File: src/rtl/dbgpin_pkg.sv
package dbgpin_pkg;
  typedef enum logic [2:0] {
    ST_CMD,
    ST_WAIT,
    ST_ACK_LO,
    ST_ACK_HI,
    ST_SEND
  } st_e;
endpackage

File: src/rtl/dbgpin_cmd_rx.sv
module dbgpin_cmd_rx #(
  parameter int OP_W = 8,
  parameter int AW   = 16
) (
  input  logic            clk_i,
  input  logic            rst_ni,
  input  logic            shift_i,
  input  logic            bit_i,
  output logic            last_o,
  output logic [OP_W-1:0] op_o,
  output logic [AW-1:0]   addr_o
);
  localparam int TOT = OP_W + AW;
  localparam int CW  = $clog2(TOT + 1);

  logic [TOT-2:0] sr_q;
  logic [CW-1:0]  cnt_q;
  logic [TOT-1:0] nxt;

  assign nxt    = {sr_q, bit_i};
  assign last_o = shift_i && (cnt_q == CW'(TOT - 1));
  assign op_o   = nxt[TOT-1 -: OP_W];
  assign addr_o = nxt[AW-1:0];

  always_ff @(posedge clk_i or negedge rst_ni) begin
    if (!rst_ni) begin
      sr_q  <= '0;
      cnt_q <= '0;
    end else if (shift_i) begin
      sr_q  <= nxt[TOT-2:0];
      cnt_q <= last_o ? '0 : cnt_q + 1'b1;
    end
  end

  p_cnt_range_r2: assert property (@(posedge clk_i) disable iff (!rst_ni)
    cnt_q < CW'(TOT));
endmodule

File: src/rtl/dbgpin_bus_port.sv
module dbgpin_bus_port #(
  parameter int AW = 16,
  parameter int DW = 16
) (
  input  logic          clk_i,
  input  logic          rst_ni,
  input  logic          start_i,
  input  logic [AW-1:0] addr_i,
  input  logic          gnt_i,
  input  logic          rvalid_i,
  input  logic [DW-1:0] rdata_i,
  output logic          req_o,
  output logic [AW-1:0] addr_o,
  output logic          hit_o,
  output logic          have_o,
  output logic [DW-1:0] data_o
);
  logic          req_q, pend_q, have_q;
  logic [AW-1:0] addr_q;
  logic [DW-1:0] data_q;

  // data may be accepted together with the grant
  assign hit_o  = rvalid_i && (pend_q || (req_q && gnt_i));
  assign data_o = hit_o ? rdata_i : data_q;
  assign req_o  = req_q;
  assign addr_o = addr_q;
  assign have_o = have_q;

  always_ff @(posedge clk_i or negedge rst_ni) begin
    if (!rst_ni) begin
      req_q  <= 1'b0;
      pend_q <= 1'b0;
      have_q <= 1'b0;
      addr_q <= '0;
      data_q <= '0;
    end else if (start_i) begin
      req_q  <= 1'b1;
      pend_q <= 1'b0;
      have_q <= 1'b0;
      addr_q <= addr_i & ~AW'(1);
    end else begin
      if (req_q && gnt_i) begin
        req_q  <= 1'b0;
        pend_q <= !rvalid_i;
      end else if (pend_q && rvalid_i) begin
        pend_q <= 1'b0;
      end
      if (hit_o) begin
        data_q <= rdata_i;
        have_q <= 1'b1;
      end
    end
  end

  p_req_drop_r2: assert property (@(posedge clk_i) disable iff (!rst_ni)
    req_o && gnt_i |=> !req_o);
  p_addr_hold_r2: assert property (@(posedge clk_i) disable iff (!rst_ni)
    req_o && !gnt_i |=> $stable(addr_o));
  p_addr_even_r2: assert property (@(posedge clk_i) disable iff (!rst_ni)
    req_o |-> !addr_o[0]);
endmodule

File: src/rtl/dbgpin_tx.sv
module dbgpin_tx #(
  parameter int DW = 16
) (
  input  logic          clk_i,
  input  logic          rst_ni,
  input  logic          tick_i,
  input  logic          load_i,
  input  logic [DW-1:0] data_i,
  input  logic          shift_i,
  output logic          low_o,
  output logic          done_o
);
  localparam int CW = $clog2(DW + 1);

  logic [DW-1:0] sr_q;
  logic [CW-1:0] cnt_q;
  logic          low_q;

  assign low_o  = low_q;
  assign done_o = (cnt_q == CW'(DW));

  always_ff @(posedge clk_i or negedge rst_ni) begin
    if (!rst_ni) begin
      sr_q  <= '0;
      cnt_q <= '0;
      low_q <= 1'b0;
    end else if (load_i) begin
      sr_q  <= data_i;
      cnt_q <= '0;
      low_q <= 1'b0;
    end else if (tick_i) begin
      if (shift_i) begin
        low_q <= ~sr_q[DW-1];
        sr_q  <= {sr_q[DW-2:0], 1'b0};
        cnt_q <= cnt_q + 1'b1;
      end else begin
        low_q <= 1'b0;
      end
    end
  end

  p_bits_bound_r7: assert property (@(posedge clk_i) disable iff (!rst_ni)
    cnt_q <= CW'(DW));
endmodule

File: src/rtl/dbgpin_read_ctrl.sv
module dbgpin_read_ctrl
  import dbgpin_pkg::*;
#(
  parameter int              OP_W    = 8,
  parameter int              AW      = 16,
  parameter int              DW      = 16,
  parameter int              DLY     = 16,
  parameter int              ACK_LEN = 16,
  parameter logic [OP_W-1:0] RD_OP   = 8'hE4
) (
  input  logic          clk_i,
  input  logic          rst_ni,
  input  logic          dbg_tick_i,
  input  logic          bit_stb_i,
  input  logic          pin_i,
  output logic          drive_low_o,
  output logic          drive_high_o,
  output logic          bus_req_o,
  output logic [AW-1:0] bus_addr_o,
  input  logic          bus_gnt_i,
  input  logic          bus_rvalid_i,
  input  logic [DW-1:0] bus_rdata_i
);
  localparam int DCW = $clog2(DLY + 1);
  localparam int AKW = (ACK_LEN > 1) ? $clog2(ACK_LEN) : 1;

  st_e st_q, st_d;
  logic [DCW-1:0] dly_q;
  logic [AKW-1:0] ack_q;

  logic            rx_shift, rx_last;
  logic [OP_W-1:0] rx_op;
  logic [AW-1:0]   rx_addr;
  logic            start, dly_ok, ack_go;
  logic            bus_hit, bus_have;
  logic [DW-1:0]   bus_data;
  logic            tx_shift, tx_low, tx_done;

  assign rx_shift = dbg_tick_i && bit_stb_i && (st_q == ST_CMD);
  assign start    = rx_last && (rx_op == RD_OP);
  assign dly_ok   = dly_q >= DCW'(DLY - 1);
  assign ack_go   = dbg_tick_i && (st_q == ST_WAIT) && dly_ok && (bus_have || bus_hit);
  assign tx_shift = dbg_tick_i && bit_stb_i && (st_q == ST_SEND) && !tx_done;

  dbgpin_cmd_rx #(.OP_W(OP_W), .AW(AW)) u_rx (
    .clk_i  (clk_i),
    .rst_ni (rst_ni),
    .shift_i(rx_shift),
    .bit_i  (pin_i),
    .last_o (rx_last),
    .op_o   (rx_op),
    .addr_o (rx_addr)
  );

  dbgpin_bus_port #(.AW(AW), .DW(DW)) u_bus (
    .clk_i   (clk_i),
    .rst_ni  (rst_ni),
    .start_i (start),
    .addr_i  (rx_addr),
    .gnt_i   (bus_gnt_i),
    .rvalid_i(bus_rvalid_i),
    .rdata_i (bus_rdata_i),
    .req_o   (bus_req_o),
    .addr_o  (bus_addr_o),
    .hit_o   (bus_hit),
    .have_o  (bus_have),
    .data_o  (bus_data)
  );

  dbgpin_tx #(.DW(DW)) u_tx (
    .clk_i  (clk_i),
    .rst_ni (rst_ni),
    .tick_i (dbg_tick_i),
    .load_i (ack_go),
    .data_i (bus_data),
    .shift_i(tx_shift),
    .low_o  (tx_low),
    .done_o (tx_done)
  );

  always_comb begin
    st_d = st_q;
    unique case (st_q)
      ST_CMD:    if (start) st_d = ST_WAIT;
      ST_WAIT:   if (ack_go) st_d = ST_ACK_LO;
      ST_ACK_LO: if (dbg_tick_i && ack_q == AKW'(ACK_LEN - 1)) st_d = ST_ACK_HI;
      ST_ACK_HI: if (dbg_tick_i) st_d = ST_SEND;
      ST_SEND:   if (dbg_tick_i && tx_done) st_d = ST_CMD;
      default:   st_d = ST_CMD;
    endcase
  end

  always_ff @(posedge clk_i or negedge rst_ni) begin
    if (!rst_ni) begin
      st_q  <= ST_CMD;
      dly_q <= '0;
      ack_q <= '0;
    end else begin
      st_q <= st_d;
      if (start) dly_q <= '0;
      else if (st_q == ST_WAIT && dbg_tick_i && dly_q != DCW'(DLY)) dly_q <= dly_q + 1'b1;
      if (ack_go) ack_q <= '0;
      else if (st_q == ST_ACK_LO && dbg_tick_i) ack_q <= ack_q + 1'b1;
    end
  end

  assign drive_low_o  = (st_q == ST_ACK_LO) || tx_low;
  assign drive_high_o = (st_q == ST_ACK_HI);

  p_no_dual_drive_r6: assert property (@(posedge clk_i) disable iff (!rst_ni)
    !(drive_low_o && drive_high_o));
  p_spd_after_low_r6: assert property (@(posedge clk_i) disable iff (!rst_ni)
    $rose(drive_high_o) |-> $past(drive_low_o));
  p_spd_once_r6: assert property (@(posedge clk_i) disable iff (!rst_ni)
    drive_high_o && dbg_tick_i |=> !drive_high_o);
  p_hold_no_tick_r10: assert property (@(posedge clk_i) disable iff (!rst_ni)
    !dbg_tick_i |=> $stable(drive_low_o) && $stable(drive_high_o));
  p_quiet_rx_r8: assert property (@(posedge clk_i) disable iff (!rst_ni)
    (st_q == ST_CMD || st_q == ST_WAIT) |-> !drive_low_o && !drive_high_o);
  p_ack_has_data_r4: assert property (@(posedge clk_i) disable iff (!rst_ni)
    (st_q == ST_ACK_LO) |-> bus_have);
endmodule

File: config.mk
export PLATFORM = sky130hd
export DESIGN_NAME = dbgpin_read_ctrl
export DESIGN_NICKNAME = d
export VERILOG_FILES = /design/src/rtl/dbgpin_pkg.sv /design/src/rtl/dbgpin_cmd_rx.sv /design/src/rtl/dbgpin_bus_port.sv /design/src/rtl/dbgpin_tx.sv /design/src/rtl/dbgpin_read_ctrl.sv
export SDC_FILE = /design/constraint.sdc
export NUM_CORES = 1
export LEC_CHECK = 0
export ABC_AREA = 0
export BUFFER_PORTS_ARGS = -buffer_cell sky130_fd_sc_hd__buf_2
export CELL_PAD_IN_SITES_DETAIL_PLACEMENT = 0
export CELL_PAD_IN_SITES_GLOBAL_PLACEMENT = 1
export CORE_MARGIN = 3
export CORE_UTILIZATION = 50
export CTS_BUF_LIST = sky130_fd_sc_hd__clkbuf_2
export DETAILED_ROUTE_END_ITERATION = 8
export GPL_ROUTABILITY_DRIVEN = 0
export GPL_TIMING_DRIVEN = 0
export PLACE_DENSITY_LB_ADDON = 0.1
export SLEW_MARGIN = 20
export SYNTH_ARGS = -nofsm -noshare
export SYNTH_HDL_FRONTEND = slang
export SYNTH_SLANG_ARGS = --single-unit
File: constraint.sdc
create_clock -name clk_i -period 2.53 [get_ports clk_i]
set_input_delay 0.6325 -clock clk_i [delete_from_list [all_inputs] [get_ports clk_i]]
set_output_delay 0.6325 -clock clk_i [all_outputs]
set_load 0.05 [all_outputs]
==> summary.md, run 1 <==
| Metric | Value |
|---|---|
| H-tree depth | `3` |
| First-pass GRT wire length | `14,130 um` |
| Row Count | `33` |
| Mapped Area | `4481 um2` |
| Clk sinks | `96` |
| ANT nets after route | `0` |
| Cell Count, Final, Fillers Out | `523` |
| Endpoint class of the critical path | `output pin` |
| Nature of the critical path startpoint | `flip-flop` |
| Hpwl dp | `5681 um` |
| Slew Limit Fails | `0` |
| Post-synth top area cell | `dfrtp_1` |
| DR vias | `2,860` |
| Most common cell after layout, fill and taps aside | `dfrtp_1` |
| WS Path Type | `flip-flop to output pin` |
| Gate Count Post-Synth | `360` |
| DIE AREA | `10,130 um2` |
| IO buf count | `40` |
| Final nets | `443` |
| Placed insts | `506` |
| Synth Area per Inst | `12.45 um2` |
| Initial DRC Count | `94` |
| Die H | `100.7 um` |
| Router iterations before antenna repair | `4` |
| Seq/Total Area, Yosys | `53.62%` |
| WL per Instance | `15.51 um` |
| Share of the synthesized area in the top cell type | `53.62%` |
| Tightest Pin Transition | `0.7635 ns` |
| DP Worst Slack | `0.1041 ns` |
| Vias in the first global route | `2,891` |
| Initial antenna violation count | `0` |
| I/O pin count | `42` |
| Fin. Hold Viols | `0` |
| Slowest stage delay, CP | `0.50 ns` |
| RSZ-0062 raised after global routing | `no` |
| MaxCap Viol Count | `0` |
| Main area contributors after synthesis | `dfrtp_1 54%, mux2_2 11%, mux2i_1 4.5%, mux2_4 3.4%, nand2b_1 2.9%` |
| Fin area | `4996 um2` |
| Worst hold path type | `input pin to flip-flop` |
| CP Cell Sequence | `nor2b_1, and2_1, buf_2` |
| Clock Latency Late Sink | `0.53 ns` |
| Share of cells above drive strength 1 | `31.10%` |
| Ant. Diodes | `0` |
| Worst vdd ir | `0.3889 mV` |
| Die extent in x | `100.7 um` |
| Post-CTS Setup Bufs | `0` |
| CTS tree | `yes` |
| Finish-stage setup viols | `0` |
| DR vias/cell | `5.468` |
| WP data arrival | `1.70 ns` |
| YS warnings | `0` |
| Synth Register Bits | `96` |
| P&R area growth vs syn | `11.51%` |
| Status | `completed` |
| DRC | `0` |
| Final setup margin | `0.2013 ns` |
| Pin count of the biggest net entering global routing | `54` |
| Synth async-reset ratio | `100.0%` |
| Cts bufs inserted | `9` |
| Crit-path slowest cell | `dfrtp_2` |
| Root buffer cell | `clkbuf_2` |
| Grt total ovfl | `0` |
| EDFF count, synth | `0` |
| Max Clk Rate | `429.4 MHz` |
| Skew final | `0.03017 ns` |
| Core area | `8464 um2` |
| Dpl cell area | `4846 um2` |
| Initial core utilization | `52.93%` |
| Clock buffer depth | `2` |
| Critical path fanouts, max | `7` |
| Routed wire length | `8114 um` |
| Synth unique cells | `48` |
| Critical Path RT | `1.90 ns` |
| Cell Pwr Density | `752.6 nW/um2` |
| Synth Flop Type | `dfrtp_1` |
| Min Clock Period, post-route | `2.329 ns` |
| GRT Total Usage | `17.58%` |
| Final period util | `92.04%` |
| Clock transition at path regs | `0.25 ns` |
| Leakage | `2.408 nW` |
| Relative slew slack | `48.40%` |
| Commonest non-fill, non-tap cells in the layout | `95 x dfrtp_1, 47 x buf_2, 45 x mux2_2` |
| Syn Nets | `390` |
## area by class of cell
class	count	area, um2
Timing Repair Buffer	42	244.0
Tap cell	105	131.4
Buffer	18	100.1
Inverter	10	37.54
Sequential cell	96	2404
Clock buffer	9	45.04
Fill cell	730	3468
Clock inverter	7	93.84
Multi-Input combinational cell	236	1941
## worst paths after layout
path / start / to / depth (start not counted) / slack [ns]
min in group asynchronous: rst_ni / u_rx.sr_q[20]$_DFFE_PN0P_ / 2 / 0.55
max: st_q[1]$_DFFE_PN0P_ / drive_high_o / 3 / 0.20
min: bus_gnt_i / u_bus.req_o$_DFFE_PN0P_ / 2 / 0.31
max reg2reg: dly_q[0]$_DFFE_PN0P_ / u_tx.sr_q[14]$_DFFE_PN0P_ / 9 / 0.28
max in group asynchronous: rst_ni / u_bus.pend_q$_DFFE_PN0P_ / 3 / 1.38
min reg2reg: u_tx.sr_q[15]$_DFFE_PN0P_ / u_tx.low_o$_DFFE_PN0P_ / 1 / 0.49
## what timing repair did
| action | CTS | global route |
|---|---|---|
| hold endpoints to repair | 43 | 0 |
| setup endpoints to repair | 0 | 2 |
| hold buffers | 1 | 0 |
| resized for setup | 0 | 1 |
## logic make-up after synthesis
group / Yosys count / share of synthesized area [%]
buffers and inverters: 28 / 3.072
muxes: 75 / 19.13
xor gates and xnor gates: 11 / 2.150
AOI/OAI and AO/OA: 51 / 7.987
DFF: 96 / 53.62
other: 1 / 0.08370
and+or+nand+nor: 91 / 12.01
adders and majority gates: 7 / 1.955
## registers in the layout, indices dropped and copies added, names as in the netlist
signal and cells:
ack_q 4, dly_q 5, st_q 3, u_bus.addr_o 15, u_bus.data_q 16, u_bus.have_o 1, u_bus.pend_q 1, u_bus.req_o 1
u_rx.cnt_q 5, u_rx.sr_q 23, u_tx.cnt_q 5, u_tx.low_o 1, u_tx.sr_q 16
## layer usage
layer  vias up  wire [um]  share of wire (%)  track usage, %
met3         8        285                3.5           4.014
met4         0         83                1.0           5.285
met1      1431       4209                 52           26.44
li1       1384          -                  -               -
met5         -          0                  0               0
met2        37       3536                 44           25.37
## worst max-delay path: cells and delay by family (launching register included)
| family | cells | cell delay [ns] |
|---|---|---|
| flops | 1 | 0.50 |
| simple gates | 2 | 0.43 |
| buf+inv | 1 | 0.25 |
## synth_stat cells, types with 2 or more instances
cell / number
dfrtp_1: 96
mux2_2: 45
nand2b_1: 21
mux2i_1: 20
nor2_1: 16
o21ai_0: 14
a21oi_1: 12
nor3_1: 12
inv_1: 10
mux2_4: 10
nand2_1: 10
o311a_1: 10
buf_2: 8
ha_1: 7
xor2_1: 7
nand4_1: 6
clkbuf_1: 5
a21o_1: 4
and2_1: 4
and3_1: 4
nand3_1: 4
xnor2_1: 4
buf_4: 2
buf_6: 2
nand4bb_1: 2
nor2b_1: 2
o21a_1: 2
## per-stage QoR
step	setup TNS, ns	util, %	hold slack [ns]	total power [mW]
detailed placement	0	57.25	0.4548	2.955
global placement	-13.55	56.85	0.4520	2.914
finish	0	59.02	0.3110	3.760
CTS	0	59.01	0.2621	3.804
global route	0	59.02	0.2409	4.022
floorplan	0	-	0.3369	2.726
## where the power goes
group	internal (mW)	switching [mW]
registers	1.89	0.246
logic	0.446	0.334
clock network	0.331	0.514
total	2.67	1.09
Power figures use the tool's default switching activity.
==> run 2, diff against run 1 <==
PLACE_DENSITY = 0.83   (was default)
PLACE_DENSITY_LB_ADDON = default   (was 0.1)
clock period = 2.4 ns   (was 2.53 ns; I/O delays follow)
==> run 2 against run 1 <==
Effect of this change:
- sequential cell count unchanged
- critical path type unchanged
- critical path depth is the same
- largest power group unchanged
- total power is 1.2% higher
- sequential share of layout area increased by 0.34 points
==> summary.md, run 2 (synthesis gave the netlist of run 1 again) <==
| Metric | Value |
|---|---|
| Status | `completed` |
| Die extent in x | `100.7 um` |
| Reg2Reg Setup Slack | `0.19 ns` |
| DRC | `0` |
| Hpwl dp | `5686 um` |
| Clock transition at path regs | `0.27 ns` |
| Fin area | `4964 um2` |
| Final setup margin | `0.1478 ns` |
| Cell Pwr Density | `766.8 nW/um2` |
| Top Registers | `u_rx.sr_q: 23 flops, u_bus.data_q: 16 flops, u_tx.sr_q: 16 flops` |
| R2R depth | `9` |
| Worst hold path type | `input pin to flip-flop` |
| Die H | `100.7 um` |
| H-tree depth | `3` |
| Cts bufs inserted | `9` |
| Fill cells | `714` |
| Leakage | `2.384 nW` |
| Share of cells above drive strength 1 | `32.06%` |
| ANT nets after route | `0` |
| Largest register FFs | `23` |
| Ant. Diodes | `0` |
| IO buf count | `40` |
| Clock Latency Late Sink | `0.55 ns` |
| Min Clock Period, post-route | `2.252 ns` |
| WS Path Type | `flip-flop to output pin` |
| DR vias/cell | `5.444` |
| I/O pin count | `42` |
| WL per Instance | `15.50 um` |
| Final period util | `93.84%` |
| Tightest Pin Transition | `0.7585 ns` |
| Clk sinks | `96` |
| Largest register by flop count | `u_rx.sr_q` |
| Slew Limit Fails | `0` |
| GRT Total Usage | `17.31%` |
| WP data arrival | `1.65 ns` |
| Gr busiest metal | `met2` |
| WHS Endpoint | `u_bus.req_o$_DFFE_PN0P_` |
| Met1 Resource Use GR | `25.27%` |
| Clock buffer depth | `2` |
| First-pass GRT wire length | `13,990 um` |
| Fin. Hold Viols | `0` |
| Relative slew slack | `48.74%` |
| Reg-to-reg startpoint | `dly_q[0]$_DFFE_PN0P_` |
| Reg2Reg Capture Point | `u_tx.sr_q[14]$_DFFE_PN0P_` |
| Critical path fanouts, max | `7` |
| CTS tree | `yes` |
| Vias in the first global route | `2,885` |
| DR vias | `2,847` |
| DP Worst Slack | `-0.05561 ns` |
| Root buffer cell | `clkbuf_2` |
| Initial DRC Count | `110` |
| Initial antenna violation count | `0` |
| Hold depth | `2` |
| P&R area growth vs syn | `10.78%` |
| Pin count of the biggest net entering global routing | `81` |
| Core area | `8464 um2` |
| Nature of the critical path startpoint | `flip-flop` |
| Max Clk Rate | `444.0 MHz` |
| Critical Path RT | `1.80 ns` |
| Dpl cell area | `4846 um2` |
| Most common cell after layout, fill and taps aside | `dfrtp_1` |
| Worst vdd ir | `0.2874 mV` |
| Finish-stage setup viols | `0` |
| Commonest non-fill, non-tap cells in the layout | `94 x dfrtp_1, 46 x buf_2, 45 x mux2_2` |
| Hold path start | `bus_gnt_i` |
| Skew final | `0.03469 ns` |
| RSZ-0062 raised after global routing | `no` |
| Post-CTS Setup Bufs | `0` |
| Routed wire length | `8108 um` |
| Initial core utilization | `52.93%` |
| DIE AREA | `10,130 um2` |
| Row Count | `33` |
| Router iterations before antenna repair | `4` |
| Endpoint class of the critical path | `output pin` |
| Final nets | `443` |
| Grt total ovfl | `0` |
| MaxCap Viol Count | `0` |
| Met2 GRT Util | `25.62%` |
| GR Layer Usage met3 | `3.599%` |
[run 2: layout make-up]
class | count | area (um2) | area share [%]
clock inverter | 6 | 50.05 | 1.008
multi-input combinational | 236 | 1943 | 39.15
buffer | 18 | 100.1 | 2.017
timing repair buffer | 42 | 246.5 | 4.966
inverter | 10 | 37.54 | 0.7562
tap | 105 | 131.4 | 2.647
clock buffer | 10 | 50.05 | 1.008
sequential | 96 | 2405 | 48.45
[run 2: critical path, cell delays in order, from the launching register on]
cell     delay (ns)
dfrtp_2        0.49
nor2b_2        0.24
a21o_1         0.15
buf_2          0.26
[run 2: per-layer routing]
metal,vias to the layer above,share of wire (%),wire (um)
li1,1384,-,-
met1,1412,51,4158
met2,41,44,3603
met3,10,2.8,231
met4,0,1.4,113
met5,-,0,0
[run 2: worst max-delay path by stage]
stage	startpoint	end	slack (ns)	depth (start not counted)
2_1_floorplan	u_bus.req_o$_DFFE_PN0P_	u_bus.data_q[10]$_DFFE_PN0N_	0.26	5
3_3_place_gp	rst_ni	u_bus.data_q[11]$_DFFE_PN0N_	-0.22	1
3_5_place_dp	bus_gnt_i	u_bus.data_q[12]$_DFFE_PN0N_	-0.06	6
4_1_cts	st_q[2]$_DFFE_PN0P_	drive_high_o	0.02	3
5_1_grt	st_q[2]$_DFFE_PN0P_	drive_low_o	0.02	3
6_report	st_q[1]$_DFFE_PN0P_	drive_low_o	0.15	3
[run 2: through the flow]
stage | utilization, % | std cells | hold WS, ns | power [mW] | TNS (ns)
after global placement | 56.85 | 505 | 0.4580 | 3.070 | -20.65
final | 58.64 | 523 | 0.2336 | 3.806 | 0
after global routing | 58.64 | 523 | 0.1646 | 4.060 | 0
after floorplan | - | 360 | 0.3044 | 2.873 | 0
after detailed placement | 57.25 | 506 | 0.4444 | 3.121 | -0.4816
after CTS | 58.57 | 523 | 0.1953 | 3.849 | 0
[run 2: timing repair]
item | in CTS | in global routing
cloned | 0 | 0
gates resized for setup | 1 | 3
hold buffers | 1 | 0
setup endpoints to repair | 2 | 2
endpoints found under the hold margin | 16 | 0
[run 2: where the power goes]
group | internal, mW | switching (mW)
clock | 0.154 | 0.571
combinational | 0.472 | 0.352
sequential | 1.99 | 0.264
total | 2.62 | 1.19
